===== src/rtl/bell_pkg.sv =====
package bell_pkg;
  // ASCII bell control character
  localparam logic [7:0] BELL_CHAR = 8'h07;

  typedef logic [7:0] wbyte_t;
endpackage


===== src/rtl/bell_trigger.sv =====
module bell_trigger
  import bell_pkg::*;
#(
  parameter int BLOCK_COLS   = 20,
  parameter int MARGIN_LEAD  = 7,
  parameter int COL_W        = $clog2(BLOCK_COLS),
  parameter int PH_W         = 4,
  parameter logic [3:0] MARGIN_PHASE = 4'hC,
  parameter logic [3:0] BEL_PHASE    = 4'h2
) (
  input  logic             clk,
  input  logic             rst_n,
  input  logic [COL_W-1:0] col_pos,
  input  logic             eol_flag,
  input  logic             kbd_avail,
  input  logic [PH_W-1:0]  phase,
  input  wbyte_t           wr_byte,
  input  logic             wr_strobe,
  output logic             fire_q
);
  localparam int MARGIN_IDX = BLOCK_COLS - MARGIN_LEAD - 1;

  logic at_margin;
  logic margin_hit;
  logic bel_hit;
  logic fire_d;

  always_comb begin
    at_margin  = (col_pos == COL_W'(MARGIN_IDX));
    margin_hit = at_margin && eol_flag && kbd_avail &&
                 (phase == PH_W'(MARGIN_PHASE));
    bel_hit    = wr_strobe && (wr_byte == BELL_CHAR) &&
                 (phase == PH_W'(BEL_PHASE));
    fire_d     = margin_hit || bel_hit;
  end

  always_ff @(posedge clk or negedge rst_n) begin
    if (!rst_n) fire_q <= 1'b0;
    else        fire_q <= fire_d;
  end
endmodule


===== src/rtl/bell_oneshot.sv =====
module bell_oneshot #(
  parameter int HOLD_CYCLES = 7_500_000,
  parameter int CNT_W       = $clog2(HOLD_CYCLES + 1)
) (
  input  logic clk,
  input  logic rst_n,
  input  logic fire,
  output logic active
);
  localparam logic [CNT_W-1:0] HOLD_V = CNT_W'(HOLD_CYCLES);

  logic [CNT_W-1:0] cnt_q;
  logic [CNT_W-1:0] cnt_d;
  logic             cnt_en;

  always_comb begin
    cnt_en = fire || (cnt_q != '0);
    cnt_d  = fire ? HOLD_V : (cnt_q - 1'b1);
  end

  always_ff @(posedge clk or negedge rst_n) begin
    if (!rst_n)      cnt_q <= '0;
    else if (cnt_en) cnt_q <= cnt_d;
  end

  assign active = (cnt_q != '0);

  // any trigger reloads the full length
  a_r5_reload: assert property (@(posedge clk) disable iff (!rst_n)
    fire |=> (cnt_q == HOLD_V));

  // without a trigger the count falls by one per cycle
  a_r4_decay: assert property (@(posedge clk) disable iff (!rst_n)
    (!fire && cnt_q != '0) |=> (cnt_q == $past(cnt_q) - 1'b1));

  // an idle timer stays idle until a trigger arrives
  a_r4_idle_holds: assert property (@(posedge clk) disable iff (!rst_n)
    (!fire && cnt_q == '0) |=> (cnt_q == '0));
endmodule


===== src/rtl/bell_tone_gate.sv =====
module bell_tone_gate #(
  parameter int SYNC_STAGES = 2
) (
  input  logic clk,
  input  logic rst_n,
  input  logic active,
  input  logic tone_in,
  output logic spk_out
);
  logic [SYNC_STAGES-1:0] sync_q;
  logic [SYNC_STAGES-1:0] sync_d;
  logic                   spk_d;

  for (genvar i = 0; i < SYNC_STAGES; i++) begin : g_sync
    if (i == 0) begin : g_first
      assign sync_d[i] = tone_in;
    end else begin : g_rest
      assign sync_d[i] = sync_q[i-1];
    end
  end

  assign spk_d = active && sync_q[SYNC_STAGES-1];

  always_ff @(posedge clk or negedge rst_n) begin
    if (!rst_n) begin
      sync_q  <= '0;
      spk_out <= 1'b0;
    end else begin
      sync_q  <= sync_d;
      spk_out <= spk_d;
    end
  end
endmodule


===== src/rtl/bell_tone_gen.sv =====
module bell_tone_gen
  import bell_pkg::*;
#(
  parameter int BLOCK_COLS   = 20,
  parameter int MARGIN_LEAD  = 7,
  parameter int COL_W        = $clog2(BLOCK_COLS),
  parameter int PH_W         = 4,
  parameter logic [3:0] MARGIN_PHASE = 4'hC,
  parameter logic [3:0] BEL_PHASE    = 4'h2,
  parameter int HOLD_CYCLES  = 7_500_000,
  parameter int SYNC_STAGES  = 2
) (
  input  logic             clk,
  input  logic             rst_n,
  input  logic [COL_W-1:0] col_pos,
  input  logic             eol_flag,
  input  logic             kbd_avail,
  input  logic [PH_W-1:0]  phase,
  input  logic [7:0]       wr_byte,
  input  logic             wr_strobe,
  input  logic             tone_in,
  output logic             spk_out
);
  localparam int MARGIN_IDX = BLOCK_COLS - MARGIN_LEAD - 1;

  logic [1:0] rst_pipe;
  logic       rst_s;
  logic       fire_q;
  logic       active;

  // asynchronous assert, synchronous release
  always_ff @(posedge clk or negedge rst_n) begin
    if (!rst_n) rst_pipe <= 2'b00;
    else        rst_pipe <= {rst_pipe[0], 1'b1};
  end
  assign rst_s = rst_pipe[1];

  bell_trigger #(
    .BLOCK_COLS  (BLOCK_COLS),
    .MARGIN_LEAD (MARGIN_LEAD),
    .COL_W       (COL_W),
    .PH_W        (PH_W),
    .MARGIN_PHASE(MARGIN_PHASE),
    .BEL_PHASE   (BEL_PHASE)
  ) u_trig (
    .clk      (clk),
    .rst_n    (rst_s),
    .col_pos  (col_pos),
    .eol_flag (eol_flag),
    .kbd_avail(kbd_avail),
    .phase    (phase),
    .wr_byte  (wr_byte),
    .wr_strobe(wr_strobe),
    .fire_q   (fire_q)
  );

  bell_oneshot #(
    .HOLD_CYCLES(HOLD_CYCLES)
  ) u_timer (
    .clk   (clk),
    .rst_n (rst_s),
    .fire  (fire_q),
    .active(active)
  );

  bell_tone_gate #(
    .SYNC_STAGES(SYNC_STAGES)
  ) u_gate (
    .clk    (clk),
    .rst_n  (rst_s),
    .active (active),
    .tone_in(tone_in),
    .spk_out(spk_out)
  );

  // a fully qualified margin condition raises the trigger
  a_r1_margin_fires: assert property (@(posedge clk) disable iff (!rst_s)
    (col_pos == COL_W'(MARGIN_IDX) && eol_flag && kbd_avail &&
     phase == PH_W'(MARGIN_PHASE)) |=> fire_q);

  // a bell character in the bell phase raises the trigger
  a_r3_bell_fires: assert property (@(posedge clk) disable iff (!rst_s)
    (wr_strobe && wr_byte == BELL_CHAR && phase == PH_W'(BEL_PHASE)) |=> fire_q);

  // with a margin qualifier missing and no bell character, nothing fires
  a_r2_unqualified_quiet: assert property (@(posedge clk) disable iff (!rst_s)
    (!(eol_flag && kbd_avail) && !wr_strobe) |=> !fire_q);

  // an idle timer keeps the speaker low
  a_r7_idle_low: assert property (@(posedge clk) disable iff (!rst_s)
    !active |=> !spk_out);

  // a running timer passes a high tone through
  a_r6_tone_passes: assert property (@(posedge clk) disable iff (!rst_s)
    (active && $past(tone_in, SYNC_STAGES)) |=> spk_out);
endmodule


===== config.mk =====
export PLATFORM = sky130hd
export DESIGN_NAME = bell_tone_gen
export DESIGN_NICKNAME = d
export VERILOG_FILES = /design/src/rtl/bell_pkg.sv /design/src/rtl/bell_trigger.sv /design/src/rtl/bell_oneshot.sv /design/src/rtl/bell_tone_gate.sv /design/src/rtl/bell_tone_gen.sv
export SDC_FILE = /design/constraint.sdc
export NUM_CORES = 1
export LEC_CHECK = 0
export ABC_CLOCK_PERIOD_IN_PS = 1900
export CORE_MARGIN = 1
export CORE_UTILIZATION = 25
export CTS_CLUSTER_DIAMETER = 120
export DETAILED_ROUTE_END_ITERATION = 8
export HOLD_SLACK_MARGIN = 0.03
export PLACE_DENSITY_LB_ADDON = 0.12
export SLEW_MARGIN = 10
export SYNTH_ARGS = -nofsm -noshare
export SYNTH_HDL_FRONTEND = slang
export SYNTH_SLANG_ARGS = --single-unit

===== constraint.sdc =====
create_clock -name clk -period 1.9 [get_ports clk]
set_input_delay 0.285 -clock clk [delete_from_list [all_inputs] [get_ports clk]]
set_output_delay 0.285 -clock clk [all_outputs]
set_load 0.1 [all_outputs]

# [Yosys cells after proc, flatten, opt, wreduce, memory -nomap -nowiden]
# Index checks and enable logic that the tools add are counted.
[totals] regBits=29 in_bits=23 word_cells=20 output_inout_bits=1
[op_classes] n_reduce_logical=9 eq_ne=4 muxes=1 n_addsub=1
[ops] cell="2-to-1 mux 23 bit" count=1
[ops] cell="nonzero test 23 bit" count=1
[ops] cell="subtractor 23 x 1 -> 23 bit (second input constant)" count=1
[ops] cell="equality test 8 x 3 -> 1 bit (second input constant)" count=1
[ops] cell="logical AND 1 bit" count=6
[ops] cell="equality test 5 x 4 -> 1 bit (second input constant)" count=1
[ops] cell="equality test 4 x 2 -> 1 bit (second input constant)" count=1
[ops] cell="equality test 4 bit (second input constant)" count=1
[ops] cell="logical OR 1 bit" count=2

# [Logic depth before layout (Yosys ltp)]
# Gate-level depths: netlist of the first run.
[depth] ltp_word=5 depth_mapped=8 depth_no_buf=7

# [By module]
# A second synthesis of the first run with hierarchy kept.
[hier_totals] cells_unflattened=142 hier_area_um2=1495.2
[by_module_without_submodules] module="bell_oneshot" seq_area_each_um2=575.6 cells_each=123 area_each_um2=1260.0 instances=1
[by_module_without_submodules] module="bell_trigger" seq_area_each_um2=25.0 cells_each=12 area_each_um2=100.1 instances=1
[by_module_without_submodules] module="bell_tone_gate" seq_area_each_um2=75.1 cells_each=4 area_each_um2=81.3 instances=1
[by_module_without_submodules] module="bell_tone_gen" seq_area_each_um2=50.0 cells_each=3 area_each_um2=53.8 instances=1

# [Least setup slack after synthesis of the first run]
# OpenSTA, ideal clock, no wires.
[synth_timing] path_type="register to register" from="register u_timer.cnt_q[20]" to="register u_timer.cnt_q[13]" setup_time_ns=0.132 slack_ns=-0.409 t_arrival_ns=2.177 path_stages_with_launch=7 path_buffers=1 t_required_ns=1.768 synth_period_minus_slack_ns=2.309 cell_sequence="dfrtp_1 > or4_4 > or4_4 > buf_6 > o21ai_4 > nor3_2 > or3b_1"
[synth_via] elab_chain_cells=2
[synth_lines] element="start, declared" line_no="bell_oneshot.sv:12" rtl="logic [CNT_W-1:0] cnt_q;"
[synth_lines] element="start signal, assigned" line_no="bell_oneshot.sv:23" rtl="else if (cnt_en) cnt_q <= cnt_d;"
[synth_lines] element="nonzero test 23 bit" line_no="bell_oneshot.sv:17" rtl="cnt_en = fire || (cnt_q != '0);"
[synth_lines] element="logical OR 1 bit" line_no="bell_oneshot.sv:17"
# No other way between the ends.
# A chain may end at the register's enable or synchronous reset.

# [Final worst setup path of the first run]
[layout_timing] from="register u_timer.cnt_q[4]" to="register u_timer.cnt_q[21]"
[layout_via] elab_chain_cells=2 elab_cells_between_ends=4 cone_classes="add/sub: 1; mux: 1; reduce/logical: 2"
[layout_lines] element="subtractor 23 x 1 -> 23 bit or nonzero test 23 bit (tied branches)" line_no="bell_oneshot.sv:18, bell_oneshot.sv:17"
[layout_lines] element="2-to-1 mux 23 bit or logical OR 1 bit (tied branches)" line_no="bell_oneshot.sv:18, bell_oneshot.sv:17"
# Several ways; a longest one is shown, not always the timed one.

==> flow_summary.toml, run 1 <==
[critical_path]
crit_end_element = "flip-flop"
timing_worst_setup_path_type = "reg2reg"
start_kind = "flip-flop"
path_max_fanout = 7
worstPathRequired_ns = 2.05
reg2reg_setup_slack_ns = -0.39
critPathArrivalTime_ns = 2.44

[final_layout]
multi_input_area_um2 = 838
finalNetCount = 244
layout-area-overhead-vs-synth_pct = 61.2
final.fill_count = 550
commonest_cells_after_routing_fill_and_taps_aside = "50 x buf_4, 29 x dfrtp_1, 22 x clkdlybuf4s50_1"
final_layout_size_suffix_gt1_share_pct = 41.2
antennaDiodeCount = 0
most_common_cell_after_layout_fill_and_taps_aside = "buf_4"
area.sequential_um2 = 726

[routing]
routed-via-count = 1428
totalWireLength_mm = 3.92
first_iter_violations = 78
route.antenna.remaining_nets = 0
route.detailed.wl_per_inst_um = 13.4
route.detailed.drc = 0
first_pass_iters = 4
avgViaCountPerCell = 4.87

[sta]
max_clock_freq_ghz = 0.437
worst_pin_slew_ns = 0.762
final.min_clock_period_ns = 2.29
timing.clock.skew_ns = 0.00825
setup-violations-final = 24
final_hold_viol_count = 0
setup_slack_ns = -0.391
worst_hold_margin_ns = 0.163
fin_crit_sh_pct = 121
max_slew_margin_pct = 49.2
rsz0062_at_grt = "yes"
timing_max_transition_violations_final = 0

[logic_synthesis]
syn_avg_cell_area_um2 = 10.4
synth-main-ff-cell = "dfrtp_1"
netlist_instances = 143
post_synth_num_cell_types = 47
ys_seq_elements = 29
ys_warn_count = 0
synth_edf_count = 0
netlist_area_um2 = 1490
async_reset_ff_share_pct = 100
ys_seq_area_share_pct = 48.9
synthesis.nets = 167

[floorplan]
floorplan.die.height_um = 79.1
rows = 27
floorplan.initialDensity_pct = 26.5
floorplan.die.width_um = 79.1
floorplan.die_area_um2 = 6250
ios = 24
coreArea_um2 = 5610

[run_status]
outcome = "complete, but fails checks"
violations_in_the_final_reports = "setup timing"

[hold_path]
hold_path_class = "in2async"

[grt]
total_routing_resource_utilization_after_global_routing_pct = 14.3
grt_start_max_net_pins = 28
grt_antenna_before_repair = 0
grt_pass1_wl_mm = 6.94
gr_overflow_total = 0
vias_in_the_first_global_route = 1577

[placement]
io_buffer_count = 23
place.detailed.hpwl_mm = 2.70
place.gp.congestion = 0.782

[power_and_ir_drop]
finalPower_mw = 1.87
p_sw_share_pct = 28.9
p_leak_nw = 0.915
power.net_switching_mw = 0.540
power_density_nw_per_um2 = 782
power_frac_clock_pct = 30.2
seq_power_share_pct = 40.5
cellInternalPower_mw = 1.33
ir_worst_vdd_mv = 0.281
combinationalPowerShare_pct = 29.3

[clock_network]
tritoncts_buffer_count = 5
cts_hold_buf = 0
cts.reportedPaths.clkPinSlew_ns = 0.07
max_buffers_root_to_sink = 2
cts_num_sinks = 29
clk_latency_ns = 0.28
cts_root_buf = "clkbuf_8"
htree_levels = 2
cts_tree = "yes"

[job]
maxCapViolations = 0
==> through the flow <==
step,instance area [um^2],worst slack (ns),cells,setup TNS (ns),util [%]
5_1_grt,2390,-0.442,293,-8.69,42.7
3_5_place_dp,2120,-0.398,272,-6.55,37.8
6_report,2390,-0.391,293,-6.94,42.7
3_3_place_gp,2120,-0.368,272,-6.21,37.8
4_1_cts,2360,-0.378,289,-6.37,42.1
2_1_floorplan,1550,-0.379,143,-4.72,-
==> logic make-up after synthesis <==
logic type	after synthesis	share of synthesized area (%)
buffers and inverters	7	2.36
AO/OA/AOI/OAI	31	14.7
flip-flops	29	48.9
XOR/XNOR	7	4.13
AND/OR/NAND/NOR	67	28.8
other	1	0.252
adder cells (fa/ha/maj)	1	0.842
==> sequential cells by signal (all words and copies together), names as in the netlist <==
name and count:
u_gate.spk_out 1, u_trig.fire_q 1, u_timer.cnt_q 23, u_gate.sync_q 2, rst_pipe 2
==> synthesized netlist by cell type, types with 2 or more instances <==
cell	count	share of area, %
a211oi_1	2	1.0
a21oi_1	10	3.4
and3_1	2	0.84
and4_1	2	1.2
clkbuf_1	3	0.76
dfrtp_1	29	49
inv_1	2	0.51
nand2_1	4	1.0
nand2b_1	4	1.7
nand3_1	4	1.3
nand4_1	2	0.84
nor2_1	12	3.0
nor3_1	3	1.0
nor3_2	2	1.3
nor3b_1	2	1.0
nor4_1	7	2.9
o21ai_0	5	1.7
o31a_1	3	1.8
o31ai_1	3	1.5
or3_1	5	2.1
or4_1	4	2.0
or4_4	3	2.3
xnor2_1	2	1.2
xor2_1	5	2.9
==> worst max-delay path, cell delays in order (launching register included) <==
cell and delay, ns:
dfrtp_1 0.38, or4_4 0.56, nor4_4 0.35, o21ai_4 0.14, buf_4 0.15, o31a_1 0.22
or3_1 0.35
==> final timing paths <==
kind / to / cells after the start / startpoint
setup / recovery: u_timer.cnt_q[21]$_DFFE_PN0P_ / 6 / u_timer.cnt_q[4]$_DFFE_PN0P_
hold / removal: rst_pipe[0]$_DFF_PN0_ / 1 / rst_n
setup reg to reg: u_timer.cnt_q[21]$_DFFE_PN0P_ / 6 / u_timer.cnt_q[4]$_DFFE_PN0P_
hold reg to reg: u_timer.cnt_q[8]$_DFFE_PN0P_ / 1 / rst_pipe[1]$_DFF_PN0_
max in group asynchronous: u_timer.cnt_q[1]$_DFFE_PN0P_ / 1 / rst_pipe[1]$_DFF_PN0_
min in group clk: u_gate.sync_q[1]$_DFF_PN0_ / 0 / u_gate.sync_q[0]$_DFF_PN0_
==> layer usage <==
metal | up-vias | track usage (%) | part of all wire [%]
li1 | 690 | - | -
met1 | 698 | 16.5 | 43
met2 | 36 | 25.8 | 53
met3 | 4 | 3.45 | 3.0
met4 | 0 | 4.55 | 0.89
met5 | - | 0 | 0
==> power groups by stage <==
stage,combinational [mW],sequential [mW],clock (mW)
floorplan,0.135,0.840,0
finish,0.549,0.759,0.565
global route,0.590,0.769,0.616
global placement,0.446,0.765,0
detailed placement,0.457,0.769,0
CTS,0.531,0.760,0.583
==> cell type report <==
type	instances	area share, %
Clock inverter	1	0.209
Multi-Input combinational cell	107	35.0
Clock buffer	7	4.02
Tap cell	72	3.76
Inverter	2	0.418
Sequential cell	29	30.3
Timing Repair Buffer	75	26.3
==> repair_timing <==
action,4_1_cts,5_1_grt
buffers inserted,9,4
setup endpoints to repair,24,24
pin swaps,13,11
gates resized for setup,19,2
hold endpoints to repair,0,0
Note: power is estimated with default switching activity, not from simulation.
==> run 2, diff against run 1 <==
- CTS_BUF_LIST: not set -> sky130_fd_sc_hd__clkbuf_8
==> results of run 2 <==
The final DEF is identical to that of run 1; final timing and power are the same.
